## src/rtl/sdp_pkg.sv

```systemverilog
package sdp_pkg;
   typedef enum logic [2:0] {
      ST_IDLE  = 3'd0,
      ST_WSEND = 3'd1,
      ST_WCRC  = 3'd2,
      ST_RRECV = 3'd3,
      ST_RWAIT = 3'd4
   } sdp_state_e;
endpackage

```

## src/rtl/sdp_blk_cnt.sv

```systemverilog
module sdp_blk_cnt #(
   parameter int CNT_W = 4
) (
   input  logic             clk,
   input  logic             rst_n,
   input  logic             load,
   input  logic [CNT_W-1:0] load_val,
   input  logic             dec,
   output logic             last
);
   localparam logic [CNT_W-1:0] ONE = CNT_W'(1);

   logic [CNT_W-1:0] rem_q;

   generate
      if (CNT_W < 1 || CNT_W > 16) begin : g_bad_width
         $error("sdp_blk_cnt: CNT_W must lie in 1..16");
      end
   endgenerate

   always_ff @(posedge clk) begin
      if (!rst_n)              rem_q <= '0;
      else if (load)           rem_q <= load_val;
      else if (dec && !last)   rem_q <= rem_q - ONE;
   end

   // zero and one both mean "this is the final block"
   assign last = (rem_q <= ONE);
endmodule

```

## src/rtl/sdp_susp_hold.sv

```systemverilog
module sdp_susp_hold #(
   parameter bit SAME_CYCLE = 1'b1
) (
   input  logic clk,
   input  logic rst_n,
   input  logic busy,
   input  logic susp_ack,
   output logic susp_eff
);
   logic held_q;

   always_ff @(posedge clk) begin
      if (!rst_n)                 held_q <= 1'b0;
      else if (!busy)             held_q <= 1'b0;
      else if (susp_ack)          held_q <= 1'b1;
   end

   generate
      if (SAME_CYCLE) begin : g_bypass
         assign susp_eff = held_q | (susp_ack & busy);
      end else begin : g_registered
         assign susp_eff = held_q;
      end
   endgenerate
endmodule

```

## src/rtl/sdp_susp_fsm.sv

```systemverilog
module sdp_susp_fsm
   import sdp_pkg::*;
#(
   parameter int CNT_W           = 4,
   parameter bit SUSP_SAME_CYCLE = 1'b1
) (
   input  logic             clk,
   input  logic             rst_n,
   input  logic             dp_en,
   input  logic             xfer_go,
   input  logic             xfer_rd,
   input  logic [CNT_W-1:0] blk_count,
   input  logic             susp_ack,
   input  logic             blk_end,
   input  logic             crc_tok,
   input  logic             rx_empty,
   output logic [2:0]       state_o,
   output logic             busy,
   output logic             done
);
   sdp_state_e st_q, st_d;
   logic       last_blk, susp_eff, cnt_load, cnt_dec;
   logic       pkt_seen_q, done_q;

   generate
      if (CNT_W < 1) begin : g_bad_cnt
         $error("sdp_susp_fsm: CNT_W must be positive");
      end
   endgenerate

   assign busy     = (st_q != ST_IDLE);
   assign cnt_load = (st_q == ST_IDLE) && xfer_go && dp_en;
   assign cnt_dec  = dp_en && (((st_q == ST_WCRC) && crc_tok) ||
                               ((st_q == ST_RRECV) && blk_end));

   sdp_blk_cnt #(.CNT_W(CNT_W)) u_cnt (
      .clk      (clk),
      .rst_n    (rst_n),
      .load     (cnt_load),
      .load_val (blk_count),
      .dec      (cnt_dec),
      .last     (last_blk)
   );

   sdp_susp_hold #(.SAME_CYCLE(SUSP_SAME_CYCLE)) u_susp (
      .clk      (clk),
      .rst_n    (rst_n),
      .busy     (busy),
      .susp_ack (susp_ack),
      .susp_eff (susp_eff)
   );

   always_comb begin
      st_d = st_q;
      if (st_q == ST_IDLE) begin
         if (xfer_go && dp_en) st_d = xfer_rd ? ST_RRECV : ST_WSEND;
      end else if (!dp_en) begin
         st_d = ST_IDLE;
      end else begin
         unique case (st_q)
            ST_WSEND: if (blk_end) st_d = ST_WCRC;
            ST_WCRC:  if (crc_tok) st_d = (susp_eff || last_blk) ? ST_IDLE : ST_WSEND;
            ST_RRECV: begin
               if (blk_end && last_blk) st_d = ST_IDLE;
               else if (susp_eff)       st_d = ST_RWAIT;
            end
            ST_RWAIT: if (pkt_seen_q && rx_empty) st_d = ST_IDLE;
            default:  st_d = ST_IDLE;
         endcase
      end
   end

   always_ff @(posedge clk) begin
      if (!rst_n) begin
         st_q       <= ST_IDLE;
         pkt_seen_q <= 1'b0;
         done_q     <= 1'b0;
      end else begin
         st_q   <= st_d;
         done_q <= busy && (st_d == ST_IDLE);
         if (st_q == ST_RRECV && st_d == ST_RWAIT) pkt_seen_q <= blk_end;
         else if (st_q == ST_RWAIT && blk_end)     pkt_seen_q <= 1'b1;
      end
   end

   assign state_o = st_q;
   assign done    = done_q;

   // losing the enable ends any busy phase at the next edge
   p_en_drop_r8: assert property (@(posedge clk) disable iff (!rst_n)
      (busy && !dp_en) |=> (state_o == 3'd0));

   // a block being sent is never cut short
   p_wsend_hold_r5: assert property (@(posedge clk) disable iff (!rst_n)
      (st_q == ST_WSEND && dp_en && !blk_end) |=> (st_q == ST_WSEND));

   // accepted suspend ends the write at the CRC token
   p_crc_exit_r4: assert property (@(posedge clk) disable iff (!rst_n)
      (st_q == ST_WCRC && dp_en && crc_tok && susp_eff) |=> (st_q == ST_IDLE));

   // read-wait holds while the FIFO still has data
   p_rwait_hold_r7: assert property (@(posedge clk) disable iff (!rst_n)
      (st_q == ST_RWAIT && dp_en && !rx_empty) |=> (st_q == ST_RWAIT));

   // done is a single-cycle pulse
   p_done_pulse_r10: assert property (@(posedge clk) disable iff (!rst_n)
      done |=> !done);

   // done only on the first Idle cycle after a busy one
   p_done_entry_r10: assert property (@(posedge clk) disable iff (!rst_n)
      done |-> (st_q == ST_IDLE && $past(st_q) != ST_IDLE));

   // Idle is left only through a start with enable
   p_idle_hold_r9: assert property (@(posedge clk) disable iff (!rst_n)
      (st_q == ST_IDLE && !(xfer_go && dp_en)) |=> (st_q == ST_IDLE));
endmodule

```

## config.mk

```make
export PLATFORM = sky130hd
export DESIGN_NAME = sdp_susp_fsm
export DESIGN_NICKNAME = d
export VERILOG_FILES = /design/src/rtl/sdp_pkg.sv /design/src/rtl/sdp_blk_cnt.sv /design/src/rtl/sdp_susp_hold.sv /design/src/rtl/sdp_susp_fsm.sv
export SDC_FILE = /design/constraint.sdc
export NUM_CORES = 1
export LEC_CHECK = 0
export ABC_AREA = 1
export BUFFER_PORTS_ARGS = -buffer_cell sky130_fd_sc_hd__buf_2
export CAP_MARGIN = 30
export CORE_MARGIN = 1.5
export CORE_UTILIZATION = 49
export CTS_CLUSTER_SIZE = 28
export DETAILED_ROUTE_END_ITERATION = 8
export HOLD_SLACK_MARGIN = 0.08
export PLACE_DENSITY = 0.87
export SLEW_MARGIN = 20
export SYNTH_ARGS = -nofsm -noshare
export SYNTH_HDL_FRONTEND = slang
export SYNTH_SLANG_ARGS = --single-unit
```

## constraint.sdc

```tcl
create_clock -name clk -period 1.6 [get_ports clk]
set_input_delay 0 -clock clk [delete_from_list [all_inputs] [get_ports clk]]
set_output_delay 0 -clock clk [all_outputs]
set_load 0.03 [all_outputs]
```

Word-level counts from Yosys, hierarchy flattened --
Cells that the tools add are included.
Cells by class: add/subtract/negate cells 1, magnitude comparators 1, eq/ne operators 5, mux-type cells 15, bitwise logic cells 2, reductions and logical operators 21
Operators with widths (number):
- $mux W3 | 8
- $logic_and A1 B1 Y1 | 12
- $pmux W3 S4 | 1
- $mux W4 | 2
- $eq A3 B2 Y1 const B | 2
- $eq A3 B3 Y1 const B | 2
- $logic_not A3 Y1 | 2
- $le A4 B1 Y1 const B | 1
- $reduce_bool A2 Y1 | 2
- $sub A4 B1 Y4 const B | 1
- $eq A3 B1 Y1 const B | 1
- $mux W1 | 3
- $reduce_bool A3 Y1 | 1
- $logic_or A1 B1 Y1 | 2
- $mux W2 | 1
- $reduce_and A2 Y1 | 1
- $and A1 B1 Y1 | 1
- $logic_not A1 Y1 | 1
- $or A1 B1 Y1 | 1
Storage, ports and cells: flip-flop bits (word level) 10, bits of input ports 13, output and inout port bits 5, word-level logic and storage cells 50

Logic depth before layout (Yosys ltp) --
word-level depth 12, mapped depth 11

Cells and area by module --
A second synthesis with hierarchy kept.
Unflattened totals: cells, all modules 105, area total of the unflattened synthesis 633.1 um2
By module, submodules not included:
- sdp_susp_fsm | times used 1, cells each 50, area an instance 296.5 um2, sequential area each 100.1 um2
- sdp_blk_cnt | times used 1, cells each 48, area an instance 294.0 um2, sequential area each 80.1 um2
- sdp_susp_hold | times used 1, cells each 7, area an instance 42.5 um2, sequential area each 20.0 um2

Worst setup path after synthesis --
Ideal clock, no wire load.
path type reg2reg, start register st_q[1] (netlist: state_o[1]), end register u_cnt.rem_q[1], setup time 74 ps, arrival 1293 ps, setup slack 233 ps, cell stages (with the launch flop) 8, period minus slack after synthesis 1367 ps, cells stage by stage dfxtp_1 -> nor2_2 -> inv_2 -> nor2_4 -> nand3_4 -> inv_2 -> or2_1 -> a31oi_1
Between the ends: longest elaborated chain between the ends 6
Ends and longest elaborated chain:
- from (decl) | line sdp_susp_fsm.sv:21 | sdp_state_e st_q, st_d;
- from (signal assigned) | line sdp_susp_fsm.sv:79 | st_q <= st_d;
- $eq A3 B2 Y1 (on tied branches) | line sdp_susp_fsm.sv:33, sdp_susp_fsm.sv:34
- $logic_and A1 B1 Y1 (on tied branches) | line sdp_susp_fsm.sv:33, sdp_susp_fsm.sv:34
- $logic_or A1 B1 Y1 | line sdp_susp_fsm.sv:33 | assign cnt_dec = dp_en && (((st_q == ST_WCRC) && crc_tok) ||
- $logic_and A1 B1 Y1 | line sdp_susp_fsm.sv:33
- $logic_and A1 B1 Y1 | line sdp_blk_cnt.sv:24 | else if (dec && !last) rem_q <= rem_q - ONE;
- $reduce_bool A2 Y1 (no source line)
- to (signal assigned) | line sdp_blk_cnt.sv:23 | else if (load) rem_q <= load_val;
- to (signal assigned) | line sdp_blk_cnt.sv:24
- to (decl) | line sdp_blk_cnt.sv:13 | logic [CNT_W-1:0] rem_q;
Several ways; a longest one is shown, not always the timed one. A chain may end at the register's enable or synchronous reset.

Final worst setup path --
start register u_cnt.rem_q[0], end register u_cnt.rem_q[2]
Between the ends: longest elaborated chain between the ends 4
Ends and longest elaborated chain:
- $le A4 B1 Y1 | line sdp_blk_cnt.sv:28 | assign last = (rem_q <= ONE);
- $logic_not A1 Y1 | line sdp_blk_cnt.sv:24
- $logic_and A1 B1 Y1 | line sdp_blk_cnt.sv:24
- $reduce_bool A2 Y1 (no source line)
Several ways; a longest one is shown, not always the timed one. The select of a mux whose other input is x is not followed.

==> impl_metrics.toml <==
[outcome]
status = "complete, no violations"

[timing]
post-route-min-period_ns = 1.49
max_freq_mhz = 673
setup_slack_ns = 0.114
setup-violations-final = 0
slew_violations = 0
post-route-period-util_pct = 92.9
finalClockSkew_ns = 0.00491
tightest_slew_ns = 0.215
tns_ns = 0
max_slew_margin_pct = 85.6
hold_viol = 0
holdWs_ns = 0.0624

[global_route]
grt_max_degree = 7
grt_pass1_wl_mm = 2.55
track_usage_pct = 24.8
antenna_found_initial = 0
grt_pass1_vias = 634
overflow = 0

[logic_synthesis]
synthArstFlopShare_pct = 0
syn_area_sq_um = 654
yosysSeqAreaShare_pct = 30.6
yosysTopAreaCellShare_pct = 30.6
syn_avg_cell_area_sq_um = 6.82
yosys_warnings = 0
synth-seq-cells = 10
ys_top_cells_by_area = "dfxtp_1 (31%), nand2_1 (12%), inv_1 (7.5%)"
synth_commonest_cells = "nand2_1 (21), inv_1 (13), dfxtp_1 (10), nand3_1 (9), nor2_1 (8)"
yosys.cell_types.count = 26
synthCells = 96
syn_nets = 111
synth_edf_count = 0
synth.most_common_cell = "nand2_1"
synth_top_area_cell = "dfxtp_1"
ys.flop_type = "dfxtp_1"

[cells_and_area]
drive_gt1_share_pct = 32.8
syn_to_final_growth_pct = 35.2
final_util_pct = 75.5
diodes = 0
fillCellCount = 71
nNetsFinal = 141

[setup_path]
worstSetupPathType = "reg -> reg"
rr_endpoint = "u_cnt.rem_q[2]"
cp.required_ns = 1.80
crit_path_frequent_cell = "inv_1"
rrSetupSlack_ns = 0.11
critPathSlowestCell = "dfxtp_2"
crit_fanout = 6
r2r_cells = 10
cp-end-kind = "flip-flop"
crit_chain = "inv_1 -> ha_2 -> inv_1 -> nand2_1 -> and2_1 -> nor2_2 -> nand2_2 -> nand2_4 -> o21ai_1 -> a31oi_1"
arrival_ns = 1.69
max_stage_delay_ns = 0.36
r2r-start = "u_cnt.rem_q[0]"
startpoint_type = "flip-flop"

[power]
p_sw_share_pct = 30.9
p_sw_mw = 0.214
leakagePower_nw = 0.428
clkPwrFrac_pct = 34.2
comb_power_share_pct = 25.7
p_int_mw = 0.478
vdd_drop_max_v = 0.000458
report.power.total_mw = 0.693
p_per_area_nw_per_um2 = 783
pwr-share-seq_pct = 40.1

[place]
place_ws_ns = 0.136
hpwl_mm = 1.09
gp_congestion = 0.829
placement.io_buffers = 17

[flow_run]
cap_violations = 0

[die]
coreArea_sq_um = 1170
die_w_um = 39.5
rows = 12
ios = 18
die_height_um = 39.5
start_util_pct = 55.9
dieArea_sq_um = 1560

[hold_path]
hold_class = "in -> reg"
hold-path-endpoint = "u_cnt.rem_q[0]"
hold_start = "xfer_go"
worst_hold_path.num_cells = 3

[drt]
drt-pass1-iter-count = 5
drc = 0
wl_per_cell_um = 11.7
first_iter_violations = 20
wirelength_mm = 1.63
num_vias = 742
via_per_inst = 5.34
ant_nets = 0

[clock_tree]
postCtsSetupRepairBufs = 0
cts_buffers = 3
root_buffer = "clkbuf_4"
clk_latency_ns = 0.27
cts_max_path_buffers = 2
cts_tree = "done"
cts_sinks = 10
cts_htree_levels = 1
clk_pin_slew_ns = 0.07
[per-layer routing]
| layer | share of wire (%) | vias up | global-route usage (%) |
|---|---|---|---|
| met5 | 0 | - | 0 |
| met4 | 1.6 | 0 | 10.3 |
| met3 | 7.7 | 6 | 5.11 |
| met2 | 48 | 37 | 43.0 |
| met1 | 42 | 330 | 28.8 |
| li1 | - | 369 | - |
[per-stage QoR]
stage | area, sq um | instances
5_1_grt | 885 | 139
2_1_floorplan | 654 | 96
3_3_place_gp | 757 | 127
3_5_place_dp | 757 | 127
6_report | 885 | 139
4_1_cts | 873 | 139
[sequential cells by signal, indices dropped and copies added, names as in the netlist]
register / cells
u_susp.held_q: 1
u_cnt.rem_q: 4
state_o: 3
pkt_seen_q: 1
done: 1
[placed cells by master (no fill, tap or decap), types with 2 or more instances in the layout]
cell type / instances
a21oi_2: 2
dfxtp_2: 2
nand3_1: 9
dfxtp_1: 8
nand2_1: 21
or2_2: 2
o21ai_1: 3
dlygate4sd3_1: 8
nor2_1: 7
or2_1: 2
nor2_2: 3
inv_1: 13
buf_2: 17
nand2_2: 2
nand4_1: 2
inv_2: 3
a21oi_1: 2
a31oi_1: 3
clkbuf_4: 3
[layout make-up]
type	count	area (sq um)	area share, %
Clock buffer	4	36.3	4.10
Inverter	16	60.1	6.79
Multi-Input combinational cell	70	403	45.5
Sequential cell	10	203	22.9
Tap cell	14	17.5	1.98
Timing Repair Buffer	25	165	18.7
[worst max path at each step]
stage / from / to / cells past startpoint
floorplan: state_o[1] / u_cnt.rem_q[1] / 7
global placement: u_cnt.rem_q[0] / u_cnt.rem_q[2] / 10
detailed placement: u_cnt.rem_q[0] / u_cnt.rem_q[2] / 10
CTS: u_cnt.rem_q[0] / u_cnt.rem_q[1] / 10
global route: u_cnt.rem_q[0] / u_cnt.rem_q[2] / 10
finish: u_cnt.rem_q[0] / u_cnt.rem_q[2] / 10
[logic make-up after synthesis]
group	share of synthesized area, %
compound gates	12.2
xor+xnor	1.34
fa+ha+maj	3.82
buf+inv	9.18
flops	30.6
simple gates	42.8
[worst max-delay path, delay by kind of cell, from the launching register on]
| family | cells | cell delay, ns |
|---|---|---|
| and+or+nand+nor | 5 | 0.51 |
| DFF | 1 | 0.36 |
| AOI/OAI and AO/OA | 2 | 0.24 |
| adders and majority gates | 1 | 0.19 |
| buffers and inverters | 2 | 0.12 |
[timing repair]
item,4_1_cts,5_1_grt
hold buffers,8,0
hold endpoints to repair,8,0
resized for setup,0,5
endpoints found under the setup margin,0,6
[power groups by stage]
stage          sequential, mW  combinational, mW  clock, mW
6_report                0.278              0.178      0.237
5_1_grt                 0.279              0.197      0.246
4_1_cts                 0.276              0.168      0.233
3_5_place_dp            0.282              0.152          0
3_3_place_gp            0.281              0.147          0
2_1_floorplan           0.286              0.101          0
Power figures use the tool's default switching activity.
